[config.mk]
export PLATFORM = sky130hd
export DESIGN_NAME = uart_regfile
export DESIGN_NICKNAME = d
export VERILOG_FILES = /design/src/rtl/uart_regs_pkg.sv /design/src/rtl/uart_line_status.sv /design/src/rtl/uart_modem_status.sv /design/src/rtl/uart_divisor_latch.sv /design/src/rtl/uart_regfile.sv
export SDC_FILE = /design/constraint.sdc
export NUM_CORES = 1
export LEC_CHECK = 0
export BUFFER_PORTS_ARGS = -buffer_cell sky130_fd_sc_hd__clkbuf_2
export CAP_MARGIN = 10
export CORE_UTILIZATION = 53
export CTS_CLUSTER_DIAMETER = 120
export DETAILED_ROUTE_END_ITERATION = 7
export PLACE_DENSITY = 0.86
export SETUP_SLACK_MARGIN = 0.1
export SLEW_MARGIN = 20
export SYNTH_ARGS = -nofsm -noshare
export SYNTH_HDL_FRONTEND = slang
export SYNTH_SLANG_ARGS = --single-unit
export TNS_END_PERCENT = 20
[constraint.sdc]
create_clock -name clk -period 1.9 [get_ports clk]
set_input_delay 0.19 -clock clk [delete_from_list [all_inputs] [get_ports clk]]
set_output_delay 0.19 -clock clk [all_outputs]
set_load 0.05 [all_outputs]
[src/rtl/uart_regs_pkg.sv]
package uart_regs_pkg;
  localparam int unsigned BYTE_W   = 8;
  localparam int unsigned OFS_W    = 3;
  localparam int unsigned ERR_W    = 4;
  localparam int unsigned MLINE_W  = 4;
  localparam int unsigned ID_W     = 4;
  localparam int unsigned BANK_BIT = 7;

  typedef enum logic [OFS_W-1:0] {
    OFS_DATA  = 3'd0,
    OFS_IEN   = 3'd1,
    OFS_IDENT = 3'd2,
    OFS_LCTL  = 3'd3,
    OFS_MCTL  = 3'd4,
    OFS_LSTAT = 3'd5,
    OFS_MSTAT = 3'd6,
    OFS_SCR   = 3'd7
  } reg_ofs_e;
endpackage

[src/rtl/uart_line_status.sv]
module uart_line_status
  import uart_regs_pkg::*;
(
  input  logic              clk,
  input  logic              rst,
  input  logic [ERR_W-1:0]  err_set,
  input  logic              clr,
  input  logic              rx_ready,
  input  logic              thr_empty,
  input  logic              tx_idle,
  input  logic              rx_fifo_err,
  output logic [BYTE_W-1:0] status
);
  logic [ERR_W-1:0] err_q;

  // Set has priority over the read-clear so no event is lost.
  always_ff @(posedge clk) begin
    if (rst) err_q <= '0;
    else     err_q <= (clr ? '0 : err_q) | err_set;
  end

  assign status = {rx_fifo_err, tx_idle, thr_empty, err_q, rx_ready};

  AST_ERR_STICKY: assert property (@(posedge clk) disable iff (rst)
    !clr |=> ((err_q & $past(err_q)) == $past(err_q)));
  AST_ERR_CAPTURE: assert property (@(posedge clk) disable iff (rst)
    (err_set != '0) |=> ((err_q & $past(err_set)) == $past(err_set)));
endmodule

[src/rtl/uart_modem_status.sv]
module uart_modem_status
  import uart_regs_pkg::*;
(
  input  logic                 clk,
  input  logic                 rst,
  input  logic [MLINE_W-1:0]   lines,
  input  logic                 clr,
  output logic [2*MLINE_W-1:0] status
);
  logic [MLINE_W-1:0] lvl_q;
  logic [MLINE_W-1:0] chg_q;

  for (genvar i = 0; i < MLINE_W; i++) begin : g_line
    always_ff @(posedge clk) begin
      if (rst) begin
        lvl_q[i] <= 1'b0;
        chg_q[i] <= 1'b0;
      end else begin
        lvl_q[i] <= lines[i];
        chg_q[i] <= (clr ? 1'b0 : chg_q[i]) | (lines[i] ^ lvl_q[i]);
      end
    end
  end

  assign status = {lvl_q, chg_q};

  AST_DELTA_ON_CHANGE: assert property (@(posedge clk) disable iff (rst)
    (lines != lvl_q) |=> (chg_q != '0));
endmodule

[src/rtl/uart_divisor_latch.sv]
module uart_divisor_latch #(
  parameter int unsigned BW = 8
) (
  input  logic          clk,
  input  logic          rst,
  input  logic          wr_lo,
  input  logic          wr_hi,
  input  logic [BW-1:0] wdata,
  input  logic          baud_tick,
  output logic [BW-1:0] lat_lo,
  output logic [BW-1:0] lat_hi,
  output logic [2*BW-1:0] divisor
);
  always_ff @(posedge clk) begin
    if (rst) begin
      lat_lo  <= '0;
      lat_hi  <= '0;
      divisor <= '0;
    end else begin
      if (wr_lo) lat_lo <= wdata;
      if (wr_hi) lat_hi <= wdata;
      // A stopped generator (zero divisor) never ticks, so reload freely then.
      if (baud_tick || (divisor == '0)) divisor <= {lat_hi, lat_lo};
    end
  end

  AST_DIV_HOLD: assert property (@(posedge clk) disable iff (rst)
    (!baud_tick && (divisor != '0)) |=> $stable(divisor));
endmodule

[src/rtl/uart_regfile.sv]
module uart_regfile
  import uart_regs_pkg::*;
#(
  parameter int unsigned IEN_W  = 4,
  parameter int unsigned MCTL_W = 5
) (
  input  logic              clk,
  input  logic              rst,
  input  logic [2:0]        bus_addr,
  input  logic [7:0]        bus_wdata,
  input  logic              bus_wr,
  input  logic              bus_rd,
  output logic [7:0]        bus_rdata,
  input  logic [7:0]        rx_data,
  output logic              rx_pop,
  output logic [7:0]        tx_data,
  output logic              tx_push,
  output logic              rx_flush,
  output logic              tx_flush,
  output logic [1:0]        rx_trig,
  output logic [7:0]        line_ctrl,
  output logic [IEN_W-1:0]  int_en,
  output logic [MCTL_W-1:0] modem_ctrl,
  input  logic [3:0]        int_id,
  input  logic              rx_ready,
  input  logic              thr_empty,
  input  logic              tx_idle,
  input  logic              rx_fifo_err,
  input  logic [3:0]        err_set,
  input  logic [3:0]        modem_lines,
  input  logic              baud_tick,
  output logic [15:0]       divisor
);
  localparam logic [1:0] FIFO_FLAGS = 2'b11;

  reg_ofs_e          ofs;
  logic              bank;
  logic [BYTE_W-1:0] scr_q;
  logic [BYTE_W-1:0] div_lo, div_hi;
  logic [BYTE_W-1:0] lsr_val, msr_val;
  logic [BYTE_W-1:0] rd_mux;
  logic              wr_div_lo, wr_div_hi, rd_data_hit, lsr_clr, msr_clr;

  assign ofs         = reg_ofs_e'(bus_addr);
  assign bank        = line_ctrl[BANK_BIT];
  assign wr_div_lo   = bus_wr && (ofs == OFS_DATA) && bank;
  assign wr_div_hi   = bus_wr && (ofs == OFS_IEN) && bank;
  assign rd_data_hit = bus_rd && (ofs == OFS_DATA) && !bank;
  assign lsr_clr     = bus_rd && (ofs == OFS_LSTAT);
  assign msr_clr     = bus_rd && (ofs == OFS_MSTAT);

  uart_line_status u_lsr (
    .clk(clk), .rst(rst), .err_set(err_set), .clr(lsr_clr),
    .rx_ready(rx_ready), .thr_empty(thr_empty), .tx_idle(tx_idle),
    .rx_fifo_err(rx_fifo_err), .status(lsr_val)
  );

  uart_modem_status u_msr (
    .clk(clk), .rst(rst), .lines(modem_lines), .clr(msr_clr), .status(msr_val)
  );

  uart_divisor_latch #(.BW(BYTE_W)) u_div (
    .clk(clk), .rst(rst), .wr_lo(wr_div_lo), .wr_hi(wr_div_hi),
    .wdata(bus_wdata), .baud_tick(baud_tick),
    .lat_lo(div_lo), .lat_hi(div_hi), .divisor(divisor)
  );

  always_comb begin
    case (ofs)
      OFS_DATA:  rd_mux = bank ? div_lo : rx_data;
      OFS_IEN:   rd_mux = bank ? div_hi : BYTE_W'(int_en);
      OFS_IDENT: rd_mux = {FIFO_FLAGS, 2'b00, int_id};
      OFS_LCTL:  rd_mux = line_ctrl;
      OFS_MCTL:  rd_mux = BYTE_W'(modem_ctrl);
      OFS_LSTAT: rd_mux = lsr_val;
      OFS_MSTAT: rd_mux = msr_val;
      OFS_SCR:   rd_mux = scr_q;
      default:   rd_mux = '0;
    endcase
  end

  always_ff @(posedge clk) begin
    if (rst) begin
      line_ctrl  <= '0;
      int_en     <= '0;
      modem_ctrl <= '0;
      scr_q      <= '0;
      rx_trig    <= '0;
      tx_data    <= '0;
      tx_push    <= 1'b0;
      rx_pop     <= 1'b0;
      rx_flush   <= 1'b0;
      tx_flush   <= 1'b0;
      bus_rdata  <= '0;
    end else begin
      tx_push  <= 1'b0;
      rx_flush <= 1'b0;
      tx_flush <= 1'b0;
      rx_pop   <= rd_data_hit;
      if (bus_wr) begin
        case (ofs)
          OFS_DATA: if (!bank) begin
            tx_push <= 1'b1;
            tx_data <= bus_wdata;
          end
          OFS_IEN:  if (!bank) int_en <= bus_wdata[IEN_W-1:0];
          OFS_IDENT: begin
            rx_flush <= bus_wdata[1];
            tx_flush <= bus_wdata[2];
            rx_trig  <= bus_wdata[7:6];
          end
          OFS_LCTL: line_ctrl  <= bus_wdata;
          OFS_MCTL: modem_ctrl <= bus_wdata[MCTL_W-1:0];
          OFS_SCR:  scr_q      <= bus_wdata;
          default: ;
        endcase
      end
      if (bus_rd) bus_rdata <= rd_mux;
    end
  end

  AST_RDATA_HOLD: assert property (@(posedge clk) disable iff (rst)
    !bus_rd |=> $stable(bus_rdata));
  AST_SCR_HOLD: assert property (@(posedge clk) disable iff (rst)
    !(bus_wr && (bus_addr == 3'd7)) |=> $stable(scr_q));
  AST_POP_SOURCE: assert property (@(posedge clk) disable iff (rst)
    rx_pop |-> ($past(bus_rd) && ($past(bus_addr) == 3'd0) && !$past(line_ctrl[7])));
  AST_PUSH_VALUE: assert property (@(posedge clk) disable iff (rst)
    tx_push |-> ((tx_data == $past(bus_wdata)) && !$past(line_ctrl[7])));
  AST_FLUSH_SOURCE: assert property (@(posedge clk) disable iff (rst)
    (rx_flush || tx_flush) |-> ($past(bus_wr) && ($past(bus_addr) == 3'd2)));
endmodule

; ---- After elaboration in Yosys (flattened, before gate mapping)
; Cells that the tools add are included.
[totals]
reg_bits = 91
in_bits = 40
[op_classes]
eq_ne = 7
mux = 9
bitwise_logic = 13
reduce_logical = 20
[ops]
columns = cell, count
row1 = 8-bit case mux with 8 select lines, 1
row2 = 16-bit zero test, 1
row3 = 8-bit 2-to-1 mux, 2
row4 = "3-bit equality test, second input constant", 4
row5 = 1-bit logical AND, 8
row6 = 2-bit AND reduction, 4
row7 = "3-bit by 2-bit equality test with 1-bit output, second input constant", 2
row8 = 3-bit AND reduction, 2
row9 = 3-bit OR reduction, 2
row10 = 1-bit 2-to-1 mux, 5
row11 = 4-bit 2-to-1 mux, 1
row12 = 1-bit NOT, 4
row13 = 1-bit bitwise OR, 4
row14 = 4-bit bitwise OR, 1
row15 = 1-bit bitwise XOR, 4
row16 = "3-bit by 1-bit equality test with 1-bit output, second input constant", 1
row17 = 3-bit zero test, 1
row18 = 1-bit zero test, 1
row19 = 1-bit logical OR, 1

; ---- Longest topological paths before layout
[depth]
word_depth = 4
depth_mapped = 6

; ---- Cells and area by module
; From an unflattened synthesis, not the netlist that was laid out.
[unflattened]
hier_cells = 444
hier_area_um2 = 4146.5
[modules_own_cells]
columns = module, instances, cells_each, area_each_um2, seq_area_each_um2
row1 = uart_regfile, 1, 275, 2353.5, 940.9
row2 = uart_divisor_latch, 1, 125, 1357.6, 640.6
row3 = uart_modem_status, 1, 24, 265.3, 160.2
row4 = uart_line_status, 1, 20, 170.2, 80.1

; ---- Least setup slack after synthesis
; OpenSTA, ideal clock, no wires.
[synth_timing]
path_type = register to register
startpoint = reg line_ctrl[7]
endpoint = reg bus_rdata[1]
setup_ns = 0.132
arrival_ns = 1.710
required_time_ns = 1.768
slack_ns = 0.058
path_stages_with_launch = 7
synth_period_minus_slack_ns = 1.842
path_cell_list = dfxtp_1 -> buf_2 -> buf_4 -> mux2i_1 -> nor3_1 -> o311ai_0 -> a21oi_1
[synth_between]
elab_chain_len = 2
word_cells_on_any_way = 3
classes_between = mux (3)
[synth_lines]
columns = element, line_no
row1 = "start, declared", uart_regfile.sv:21  ; output logic [7:0] line_ctrl,
row2 = "start signal, assigned", uart_regfile.sv:112  ; OFS_LCTL: line_ctrl <= bus_wdata;
row3 = "8-bit 2-to-1 mux, on equally long branches", "uart_regfile.sv:71, uart_regfile.sv:70"
row4 = 8-bit case mux with 8 select lines *, uart_regfile.sv:69  ; case (ofs)
row5 = "end signal, assigned", uart_regfile.sv:118  ; if (bus_rd) bus_rdata <= rd_mux;
row6 = "end, declared", uart_regfile.sv:13  ; output logic [7:0] bus_rdata,
; Mark *: on every way between the ends. The rest lies on a longest branch, timed or not.
; A chain may end at the register's enable or synchronous reset.

; ---- Worst setup path after layout
[layout_timing]
startpoint = reg line_ctrl[7]
endpoint = out line_ctrl[7]
; No word-level cell between the ends.

==> metrics.md <==
| Metric | Value |
|---|---|
| Antenna diodes | `0` |
| Number of synthesized flops with an enable pin | `0` |
| Clk pin slew, worst setup/hold paths | `0.09 ns` |
| Gp weighted congestion | `0.906` |
| Drt first pass iters | `4` |
| Synth top area cells | `dfxtp_1, mux2i_1, nor2_1` |
| Via density | `5.55` |
| #FFs+latches synth | `91` |
| Die Wd | `88.2 µm` |
| Synthesized area | `3940 µm²` |
| I/O pin total | `95` |
| Setup violations, final | `0` |
| Critical-path top delay cell | `dfxtp_2` |
| Tot GR Track Use | `26.7%` |
| Final WL | `10300 µm` |
| Synth top area share | `46.2%` |
| Global-route wire length before repair | `15400 µm` |
| Max Clock Freq | `593 MHz` |
| Cts hold-fix bufs | `0` |
| CTS resizes | `0` |
| Post-Synthesis Cells | `423` |
| Yosys warning count | `0` |
| Leak pwr | `2.02 nW` |
| Layout cells sized above 1 | `26.6%` |
| Crit path buffers/inverters | `2` |
| Final hold vios | `0` |
| Initial antenna violation count | `0` |
| Largest net degree at the start of global routing | `90` |
| Fin. max-slew vios | `0` |
| Port buffer count | `94` |
| Post-DP HPWL | `7340 µm` |
| H-tree depth | `3` |
| Top-count cell post-synth | `dfxtp_1` |
| Final core utilization | `66.2%` |
| DRC errors left | `0` |
| Max stage delay on crit path | `0.50 ns` |
| Max-cap viol count | `0` |
| Row cnt | `31` |
| Crit Path Class | `flop to output pin` |
| Die height | `88.2 µm` |
| Commonest cells in the netlist | `dfxtp_1, mux2i_1, nor2_1, nand2_1, a21oi_1` |
| Layout Skew | `0.0116 ns` |
| Core Region | `7210 µm²` |
| CP Launch Type | `flop` |
| Placed inst area | `4540 µm²` |
| Vias in the first global route | `3140` |
| Worst-path cell chain | `buf_4 -> clkbuf_2` |
| Post-DRT Antenna Nets | `0` |
| Initial Util | `54.6%` |
| Cell family with most CP delay | `buffers and inverters` |
| Clock buffer depth | `2` |
| RSZ-0062 raised after global routing | `false` |
| Avg WL per Cell | `16.5 µm` |
| Critical path peak fanout | `17` |
| Post-route clock period utilization | `88.7%` |
| CTS Sinks | `91` |
| Vias | `3453` |
| Die area | `7790 µm²` |
| Leading area contributor after synthesis | `dfxtp_1` |
| CTS tree | `built` |
| Peak supply drop | `566 µV` |
| Final TNS setup | `0 ns` |
| Setup crit end kind | `output pin` |
| Total grt overflow | `0` |
| Area added between synthesis and finish | `21.2%` |
| Top_reg_cell synth | `dfxtp_1` |
| Ys async rst share | `0%` |
| CP Data Required Time | `1.71 ns` |
| Post-CTS setup buffers | `0` |
| Count of different cell masters after synthesis | `45` |
| Sequential fraction of the synthesis area | `46.2%` |
| CTS buffer count | `9` |
| CTS root buffer | `clkbuf_8` |
| Cell total after placement | `607` |
| Hold Path Class | `input pin to flop` |
| Final net count | `559` |
| Status | `finished clean` |
| Max-slew headroom | `71.4%` |
| Mapped Avg Cell Area | `9.32 µm²` |
| Arr. time, crit path | `1.50 ns` |
| Worst Tran Pin Value | `0.426 ns` |
| Final cell count without fillers | `622` |
| Clk_lat worst skew | `0.37 ns` |
| Cell Pwr Density | `836 nW/µm²` |
| Design Area, Final | `4780 µm²` |
| Drt first-iter violations | `295` |
| Tmin final | `1.69 ns` |
| Syn nets | `463` |
-- cell usage in the layout (no fill, tap or decap), types with 2 or more instances in the layout --
cell type,count
nand4_1,2
nor3b_2,2
nand2_1,51
o311ai_0,4
inv_1,5
a211oi_1,4
o32ai_1,2
nor4_1,4
bufinv_16,3
o22ai_1,4
clkbuf_8,10
nor2b_1,11
a21oi_1,31
and2_1,2
buf_4,17
a221oi_1,5
o21ai_0,3
nor2_1,63
nand2b_1,11
dfxtp_1,89
o211ai_1,2
nand3b_1,2
nor3_1,4
nor3b_1,2
xor2_1,4
clkbuf_2,94
dfxtp_2,2
mux2i_1,70
-- path summary, 6_finish.rpt --
check | from | to | slack (ns) | depth (start not counted)
max | line_ctrl[7]$_SDFFE_PP0P_ | line_ctrl[7] | 0.21 | 2
min | err_set[3] | u_lsr.err_q[3]$_SDFF_PP0_ | 0.02 | 3
max reg2reg | line_ctrl[7]$_SDFFE_PP0P_ | bus_rdata[2]$_SDFFE_PP0P_ | 0.29 | 5
min reg2reg | scr_q[0]$_SDFFE_PP0P_ | scr_q[0]$_SDFFE_PP0P_ | 0.47 | 2
-- area by class of cell --
type,count,area (µm²)
timing repair buffer,112,618
fill,612,2440
sequential,91,1820
multi-input combinational,300,1950
inverter,5,18.8
clock inverter,4,98.8
tap,99,124
clock buffer,11,141
-- registers in the layout, indices dropped and copies added (netlist names), 2 cells and up --
name / cells
bus_rdata: 8
int_en: 4
line_ctrl: 8
modem_ctrl: 5
rx_trig: 2
scr_q: 8
tx_data: 8
u_div.divisor: 16
u_div.lat_hi: 8
u_div.lat_lo: 8
u_lsr.err_q: 4
u_msr.status: 8
-- layer usage --
layer | vias to the layer above | part of all wire, % | wire (µm) | track usage, %
li1 | 1664 | - | - | -
met1 | 1633 | 44 | 4530 | 35.0
met2 | 141 | 47 | 4840 | 42.6
met3 | 15 | 6.7 | 693 | 5.41
met4 | 0 | 2.0 | 206 | 12.2
met5 | - | 0 | 0 | 0
-- kinds of logic after synthesis --
family / Yosys count / share of synthesized area (%)
simple gates: 163 / 20.3
flops: 91 / 46.2
mux: 71 / 18.1
compound gates: 62 / 10.3
buf+inv: 32 / 4.29
xor+xnor: 4 / 0.889
-- worst reg2reg max path, cell delays in order (launching register included) --
cell and delay [ns]:
dfxtp_2 0.50, mux2i_1 0.28, a221oi_1 0.11, o311ai_0 0.36
buf_4 0.18, a21oi_1 0.06
-- report_power, final --
part | leakage, nW | switching (mW) | internal (mW) | total [mW]
sequential | 0.740 | 0.0326 | 1.95 | 1.98
combinational | 1.16 | 0.281 | 0.148 | 0.429
clock | 0.120 | 0.671 | 0.906 | 1.58
-- metrics by stage --
step | setup WS, ns | total power [mW] | hold slack, ns
final | 0.215 | 3.99 | 0.0238
after detailed placement | 0.0975 | 2.45 | 0.400
after global placement | 0.254 | 2.44 | 0.394
after CTS | 0.220 | 4.00 | 0.0206
after floorplan | 0.108 | 2.31 | 0.307
after global routing | 0.166 | 4.12 | 0.0279
No activity file was read; power rests on OpenSTA's default activity.
